$ cat config.mk
export PLATFORM = sky130hd
export DESIGN_NAME = irq_bus_arbiter
export DESIGN_NICKNAME = d
export VERILOG_FILES = /design/src/rtl/arb_pkg.sv /design/src/rtl/arb_rst_filter.sv /design/src/rtl/arb_bus_fsm.sv /design/src/rtl/arb_irq_pick.sv /design/src/rtl/arb_irq_state.sv /design/src/rtl/irq_bus_arbiter.sv
export SDC_FILE = /design/constraint.sdc
export NUM_CORES = 1
export LEC_CHECK = 0
export ABC_AREA = 1
export CAP_MARGIN = 20
export CORE_UTILIZATION = 41
export DETAILED_ROUTE_END_ITERATION = 12
export HOLD_SLACK_MARGIN = 0.1
export PLACE_DENSITY = 0.83
export SLEW_MARGIN = 15
export SYNTH_ARGS = -nofsm -noshare
export SYNTH_HDL_FRONTEND = slang
export SYNTH_SLANG_ARGS = --single-unit
$ cat constraint.sdc
create_clock -name clk -period 1.06 [get_ports clk]
set_clock_uncertainty 0.2 [all_clocks]
set_input_delay 0.106 -clock clk [delete_from_list [all_inputs] [get_ports clk]]
set_output_delay 0.106 -clock clk [all_outputs]
set_load 0.1 [all_outputs]
$ cat src/rtl/arb_pkg.sv
package arb_pkg;

  typedef enum logic [1:0] {
    BUS_RUN    = 2'd0,
    BUS_GRANT  = 2'd1,
    BUS_RESUME = 2'd2
  } bus_st_e;

  localparam int ACK_NONE     = 0;
  localparam int ACK_NMI      = 1;
  localparam int ACK_INT_BASE = 2;

endpackage

$ cat src/rtl/arb_rst_filter.sv
module arb_rst_filter #(
  parameter int MIN_CYCLES = 3
) (
  input  logic clk,
  input  logic rst_req_n,
  output logic core_rst_n
);

  logic [MIN_CYCLES-1:0] hist_q;
  logic [MIN_CYCLES-1:0] hist_d;
  logic                  core_rst_n_d;

  // history of raw samples; the filter must run while the rest is held
  generate
    if (MIN_CYCLES == 1) begin : g_single
      always_comb hist_d = rst_req_n;
    end else begin : g_shift
      always_comb hist_d = {hist_q[MIN_CYCLES-2:0], rst_req_n};
    end
  endgenerate

  // reset is taken only when every sample in the window is low
  always_comb core_rst_n_d = |hist_d;

  always_ff @(posedge clk) begin
    hist_q     <= hist_d;
    core_rst_n <= core_rst_n_d;
  end

endmodule

$ cat src/rtl/arb_bus_fsm.sv
module arb_bus_fsm
  import arb_pkg::*;
(
  input  logic clk,
  input  logic rst_n,
  input  logic busreq_n,
  input  logic mc_end,
  output logic busack_n,
  output logic bus_hiz,
  output logic run_en
);

  bus_st_e state_q;
  bus_st_e state_d;

  always_comb begin
    state_d = state_q;
    unique case (state_q)
      BUS_RUN:    if (mc_end && !busreq_n) state_d = BUS_GRANT;
      BUS_GRANT:  if (busreq_n)            state_d = BUS_RESUME;
      BUS_RESUME:                          state_d = BUS_RUN;
      default:                             state_d = BUS_RUN;
    endcase
  end

  always_ff @(posedge clk or negedge rst_n) begin
    if (!rst_n) state_q <= BUS_RUN;
    else        state_q <= state_d;
  end

  always_comb begin
    bus_hiz  = (state_q == BUS_GRANT);
    busack_n = (state_q != BUS_GRANT);
    run_en   = (state_q == BUS_RUN);
  end


  grant_at_mc_end_chk: assert property (@(posedge clk) disable iff (!rst_n)
    $rose(bus_hiz) |-> ($past(mc_end) && !$past(busreq_n)));


  release_then_resume_chk: assert property (@(posedge clk) disable iff (!rst_n)
    (bus_hiz && busreq_n) |=> (!bus_hiz && busack_n && !run_en));

endmodule

$ cat src/rtl/arb_irq_pick.sv
module arb_irq_pick
  import arb_pkg::*;
#(
  parameter int N_INT  = 3,
  parameter int CODE_W = 3
) (
  input  logic              boundary,
  input  logic              bus_claim,
  input  logic              nmi_pend,
  input  logic              ie,
  input  logic [N_INT-1:0]  int_act,
  output logic              take,
  output logic [CODE_W-1:0] code
);

  always_comb begin
    code = CODE_W'(ACK_NONE);
    if (boundary && !bus_claim) begin
      if (nmi_pend) begin
        code = CODE_W'(ACK_NMI);
      end else if (ie && int_act[0]) begin
        code = CODE_W'(ACK_INT_BASE);
      end else if (ie && !int_act[0]) begin
        // descending scan: the lowest-numbered active line is written last
        for (int k = N_INT - 1; k >= 1; k--) begin
          if (int_act[k]) code = CODE_W'(ACK_INT_BASE + k);
        end
      end
    end
    take = (code != CODE_W'(ACK_NONE));
  end

endmodule

$ cat src/rtl/arb_irq_state.sv
module arb_irq_state
  import arb_pkg::*;
#(
  parameter int CODE_W = 3
) (
  input  logic              clk,
  input  logic              rst_n,
  input  logic              nmi_n,
  input  logic              ei_stb,
  input  logic              di_stb,
  input  logic              reti_stb,
  input  logic              take,
  input  logic [CODE_W-1:0] code,
  output logic              nmi_pend,
  output logic              ie,
  output logic              svc,
  output logic              ack_stb,
  output logic [CODE_W-1:0] ack_sel,
  output logic              ack_m1_iorq
);

  logic              nmi_q;
  logic              nmi_fall;
  logic              take_nmi;
  logic              take_int0;
  logic              nmi_pend_d;
  logic              ie_d;
  logic              svc_d;
  logic              ack_en;
  logic [CODE_W-1:0] ack_sel_d;

  always_comb begin
    nmi_fall   = nmi_q && !nmi_n;
    take_nmi   = take && (code == CODE_W'(ACK_NMI));
    take_int0  = take && (code == CODE_W'(ACK_INT_BASE));
    nmi_pend_d = nmi_fall || (nmi_pend && !take_nmi);

    if (take)        ie_d = 1'b0;
    else if (ei_stb) ie_d = 1'b1;
    else if (di_stb) ie_d = 1'b0;
    else             ie_d = ie;

    if (take_int0)     svc_d = 1'b1;
    else if (reti_stb) svc_d = 1'b0;
    else               svc_d = svc;

    // selection register loads on accept and on the cycle that clears it
    ack_en    = take || ack_stb;
    ack_sel_d = take ? code : CODE_W'(ACK_NONE);
  end

  always_ff @(posedge clk or negedge rst_n) begin
    if (!rst_n) begin
      nmi_q    <= 1'b1;
      nmi_pend <= 1'b0;
      ie       <= 1'b0;
      svc      <= 1'b0;
      ack_stb  <= 1'b0;
    end else begin
      nmi_q    <= nmi_n;
      nmi_pend <= nmi_pend_d;
      ie       <= ie_d;
      svc      <= svc_d;
      ack_stb  <= take;
    end
  end

  always_ff @(posedge clk or negedge rst_n) begin
    if (!rst_n) begin
      ack_sel     <= CODE_W'(ACK_NONE);
      ack_m1_iorq <= 1'b0;
    end else if (ack_en) begin
      ack_sel     <= ack_sel_d;
      ack_m1_iorq <= take_int0;
    end
  end


  accept_clears_ie_chk: assert property (@(posedge clk) disable iff (!rst_n)
    ack_stb |-> !ie);


  maskable_needs_ie_chk: assert property (@(posedge clk) disable iff (!rst_n)
    (ack_stb && ack_sel != CODE_W'(ACK_NMI)) |-> $past(ie));


  svc_after_line0_chk: assert property (@(posedge clk) disable iff (!rst_n)
    (ack_stb && ack_sel == CODE_W'(ACK_INT_BASE)) |-> svc);


  nmi_pend_consumed_chk: assert property (@(posedge clk) disable iff (!rst_n)
    (ack_stb && ack_sel == CODE_W'(ACK_NMI) && !$past(nmi_fall)) |-> !nmi_pend);

endmodule

$ cat src/rtl/irq_bus_arbiter.sv
module irq_bus_arbiter
  import arb_pkg::*;
#(
  parameter int N_INT          = 3,
  parameter int RST_MIN_CYCLES = 3,
  localparam int CODE_W        = $clog2(N_INT + 2)
) (
  input  logic              clk,
  input  logic              rst_n,
  input  logic              busreq_n,
  input  logic              nmi_n,
  input  logic [N_INT-1:0]  int_n,
  input  logic              mc_end,
  input  logic              instr_end,
  input  logic              ei_stb,
  input  logic              di_stb,
  input  logic              reti_stb,
  input  logic              iei,
  output logic              busack_n,
  output logic              bus_hiz,
  output logic              run_en,
  output logic              ie,
  output logic              ack_stb,
  output logic [CODE_W-1:0] ack_sel,
  output logic              ack_m1_iorq,
  output logic              ieo
);

  logic              core_rst_n;
  logic              boundary;
  logic              bus_claim;
  logic [N_INT-1:0]  int_act;
  logic              take;
  logic [CODE_W-1:0] code;
  logic              nmi_pend;
  logic              svc;

  always_comb begin
    int_act   = ~int_n;
    bus_claim = !busreq_n;
    boundary  = instr_end && run_en;
    ieo       = iei && !svc;
  end

  arb_rst_filter #(.MIN_CYCLES(RST_MIN_CYCLES)) u_rst (
    .clk        (clk),
    .rst_req_n  (rst_n),
    .core_rst_n (core_rst_n)
  );

  arb_bus_fsm u_bus (
    .clk      (clk),
    .rst_n    (core_rst_n),
    .busreq_n (busreq_n),
    .mc_end   (mc_end),
    .busack_n (busack_n),
    .bus_hiz  (bus_hiz),
    .run_en   (run_en)
  );

  arb_irq_pick #(.N_INT(N_INT), .CODE_W(CODE_W)) u_pick (
    .boundary  (boundary),
    .bus_claim (bus_claim),
    .nmi_pend  (nmi_pend),
    .ie        (ie),
    .int_act   (int_act),
    .take      (take),
    .code      (code)
  );

  arb_irq_state #(.CODE_W(CODE_W)) u_state (
    .clk         (clk),
    .rst_n       (core_rst_n),
    .nmi_n       (nmi_n),
    .ei_stb      (ei_stb),
    .di_stb      (di_stb),
    .reti_stb    (reti_stb),
    .take        (take),
    .code        (code),
    .nmi_pend    (nmi_pend),
    .ie          (ie),
    .svc         (svc),
    .ack_stb     (ack_stb),
    .ack_sel     (ack_sel),
    .ack_m1_iorq (ack_m1_iorq)
  );


  ack_only_while_running_chk: assert property (@(posedge clk) disable iff (!core_rst_n)
    ack_stb |-> run_en);

endmodule

==> flow_summary.toml <==
[cells_and_area]
drive_gt1_share_pct = 49.5
area_growth_pct = 88.4
n_fill_cell = 69
antennaDiodeCount = 0
stdcell_count = 114
fin_util_pct = 85.0
nNetsFinal = 113

[route]
num_vias = 561
drcViolationCount = 0
drtAntennaViolNets = 0
wl_per_cell_um = 15.4
drt-initial-drc-count = 7
met2_length_um = 987
met1_length_um = 623
viasPerCell = 4.92
finalWirelength_um = 1750
top_layer = "met4"
wl_met3_um = 71
firstDrtPassIters = 4

[logic_synthesis]
yosysMostFrequentCell = "inv_1"
ys_types = 20
netlist.area_leader.share_pct = 42.1
yosys.area.top_type = "dfrtp_1"
syn_area_um2 = 594
synth_area_per_cell_um2 = 9.74
ys.flop_type = "dfrtp_1"
ys_warn_count = 0
syn-instance-count = 61
syn-num-nets = 74
synth_edf_count = 0
seq_area_frac_synth_pct = 56.6
netlist_top_cells_count = "inv_1, dfrtp_1, nand2_1"
synth.area.top_cells = "dfrtp_1, dfxtp_1, inv_1, nand2_1, nor2_1"
synth_seq_cells = 14
async_reset_ff_share_pct = 78.6

[sta]
setup_viol = 19
final.min_clock_period_ns = 1.50
hold_violations = 10
fin_hold_ws_ns = -0.0333
post-route-period-util_pct = 142
fmax_mhz = 665
slew_viol_final = 0
worst_pin_slew_ns = 0.471
worst_slack_ns = -0.444
maxSlewHeadroom_pct = 68.5
rsz0062_at_grt = "yes"
setup_tns_ns = -4.84

[worst_setup_path]
crit_fanout = 2
crit_arrival_ns = 1.20
path_depth = 5
rr_worst_depth = 7
end_kind = "output pin"
cp_top_family = "flip-flops"
cp-start-kind = "register"
crit_type = "reg -> out"
cp_data_required_time_ns = 0.75
slowest_stage = "dfrtp_1"
cp_slowest_stage_delay_ns = 0.42
timing.critical_path.buf_inv = 4
cp_cell_sequence = "buf_6, inv_4, nor2_4, inv_2, buf_12"

[pwr]
p_switching_mw = 0.683
leakage_nw = 0.540
p_clk_share_pct = 18.4
power-per-cell-area_mw_per_mm2 = 1530
p_seq_share_pct = 37.4
p_int_mw = 1.03
p_comb_share_pct = 44.3
switching_share_pct = 39.8
max-vdd-ir-drop_uv = 1220

[run_status]
violations = "negative hold slack, negative setup slack"
outcome = "finished, violations left"

[cts]
clock-root-buffer = "clkbuf_4"
htree_levels = 1
cts_buffers = 3
cts_sinks = 14
clk_pin_slew_ns = 0.09
tritoncts = "built"
clockBufferDepth = 2
clk_latency_ns = 0.27

[floorplan]
coreArea_mm2 = 0.00132
fp.dieW_um = 40.1
num_rows = 13
dieArea_mm2 = 0.00161
start_util_pct = 45.1
io-pin-count = 23
die_h_um = 40.1

[global_route]
grt_overflow = 0
antenna_found_initial = 0
grt_use_total_pct = 23.6
grt_pass1_wl_um = 2410
grt_pass1_vias = 576
grt_max_degree = 12

[flow_run]
maxCapViolations = 0

[placement]
port_buffers = 22
dpl.hpwl_um = 1210
dp_slack_ns = -0.452
dp_cells = 106
gp_congestion = 0.750

[hold_path]
hold_class = "reg -> async"
per-stage QoR:
stage | power [mW] | area [µm²]
after floorplan | 1.04 | 624
after global placement | 1.34 | 1020
after detailed placement | 1.36 | 1020
after CTS | 1.71 | 1090
after global routing | 1.76 | 1120
final | 1.72 | 1120
state kept, by name (all words and copies together) (netlist names):
signal,count
u_state.nmi_pend,1
u_bus.state_q,2
u_rst.hist_q,2
u_state.ack_sel,3
u_state.nmi_q,1
u_state.ie,1
u_state.ack_stb,1
u_state.svc,1
u_state.ack_m1_iorq,1
u_rst.core_rst_n,1
power groups by stage:
stage          Sequential (mW)  Clock [mW]  Combinational [mW]
4_1_cts                  0.641       0.324               0.748
5_1_grt                  0.647       0.334               0.784
6_report                 0.641       0.315               0.760
3_5_place_dp             0.653           0               0.707
2_1_floorplan            0.834           0               0.208
3_3_place_gp             0.650           0               0.689
timing repair:
action / in CTS / in global routing
pin swaps: 1 / 2
endpoints found under the hold margin: 11 / 11
setup buffers: 4 / 0
endpoints found under the setup margin: 19 / 20
gates resized for setup: 5 / 6
layout make-up:
class	instances	area, µm²	area share, %
repair buffers	34	422	37.7
clock buffers	4	26.3	2.35
multi-input cells	35	259	23.1
flip-flops and latches	14	344	30.7
inverters	12	50.0	4.47
well taps	15	18.8	1.68
logic make-up (layout without fill, tap and decap cells):
| logic type | after synthesis | count (layout) | share of synthesized area [%] |
|---|---|---|---|
| flops | 14 | 14 | 56.6 |
| simple gates | 31 | 31 | 29.7 |
| buf+inv | 12 | 50 | 7.58 |
| compound gates | 4 | 4 | 6.11 |
placed cells by master, fill, tap and decap left out:
cell | Yosys | final
dfxtp_1 | 3 | 3
buf_6 | 0 | 3
nor2_8 | 1 | 1
clkdlybuf4s50_1 | 0 | 12
inv_2 | 1 | 1
nor2_1 | 8 | 5
nand2_2 | 1 | 2
o21ai_2 | 0 | 1
nand4_1 | 4 | 4
dfrtp_1 | 10 | 4
nor3_2 | 0 | 1
clkbuf_4 | 0 | 3
o22ai_1 | 1 | 1
inv_4 | 0 | 2
inv_1 | 11 | 9
dfstp_2 | 1 | 1
o21ai_4 | 1 | 1
or3_1 | 1 | 1
nand3_4 | 0 | 1
dfrtp_2 | 0 | 6
nor2_4 | 1 | 4
a21oi_2 | 1 | 1
nand2_4 | 2 | 2
clkbuf_1 | 0 | 1
buf_12 | 0 | 10
buf_4 | 0 | 9
nand3b_1 | 1 | 1
nand2_1 | 10 | 9
metal layers:
| metal | GRT usage, % | up-vias |
|---|---|---|
| met5 | 0 | - |
| met4 | 16.4 | 0 |
| met3 | 3.33 | 8 |
| met2 | 46.4 | 20 |
| met1 | 21.4 | 266 |
| li1 | - | 267 |
worst paths after layout:
check,slack [ns],start,end
max,-0.44,u_bus.state_q[0]$_DFFE_PN0P_,busack_n
min,-0.03,u_rst.core_rst_n$_DFF_P_,u_state.ack_stb$_DFF_PN0_
max reg2reg,-0.36,u_bus.state_q[1]$_DFFE_PN0P_,u_state.ack_sel[0]$_DFFE_PN0P_
min reg2reg,-0.03,u_rst.core_rst_n$_DFF_P_,u_state.ack_stb$_DFF_PN0_
max in group asynchronous,0.34,u_rst.core_rst_n$_DFF_P_,u_state.nmi_q$_DFF_PN1_
min in group clk,0.08,nmi_n,u_state.nmi_q$_DFF_PN1_
No activity file was read; power rests on OpenSTA's default activity.
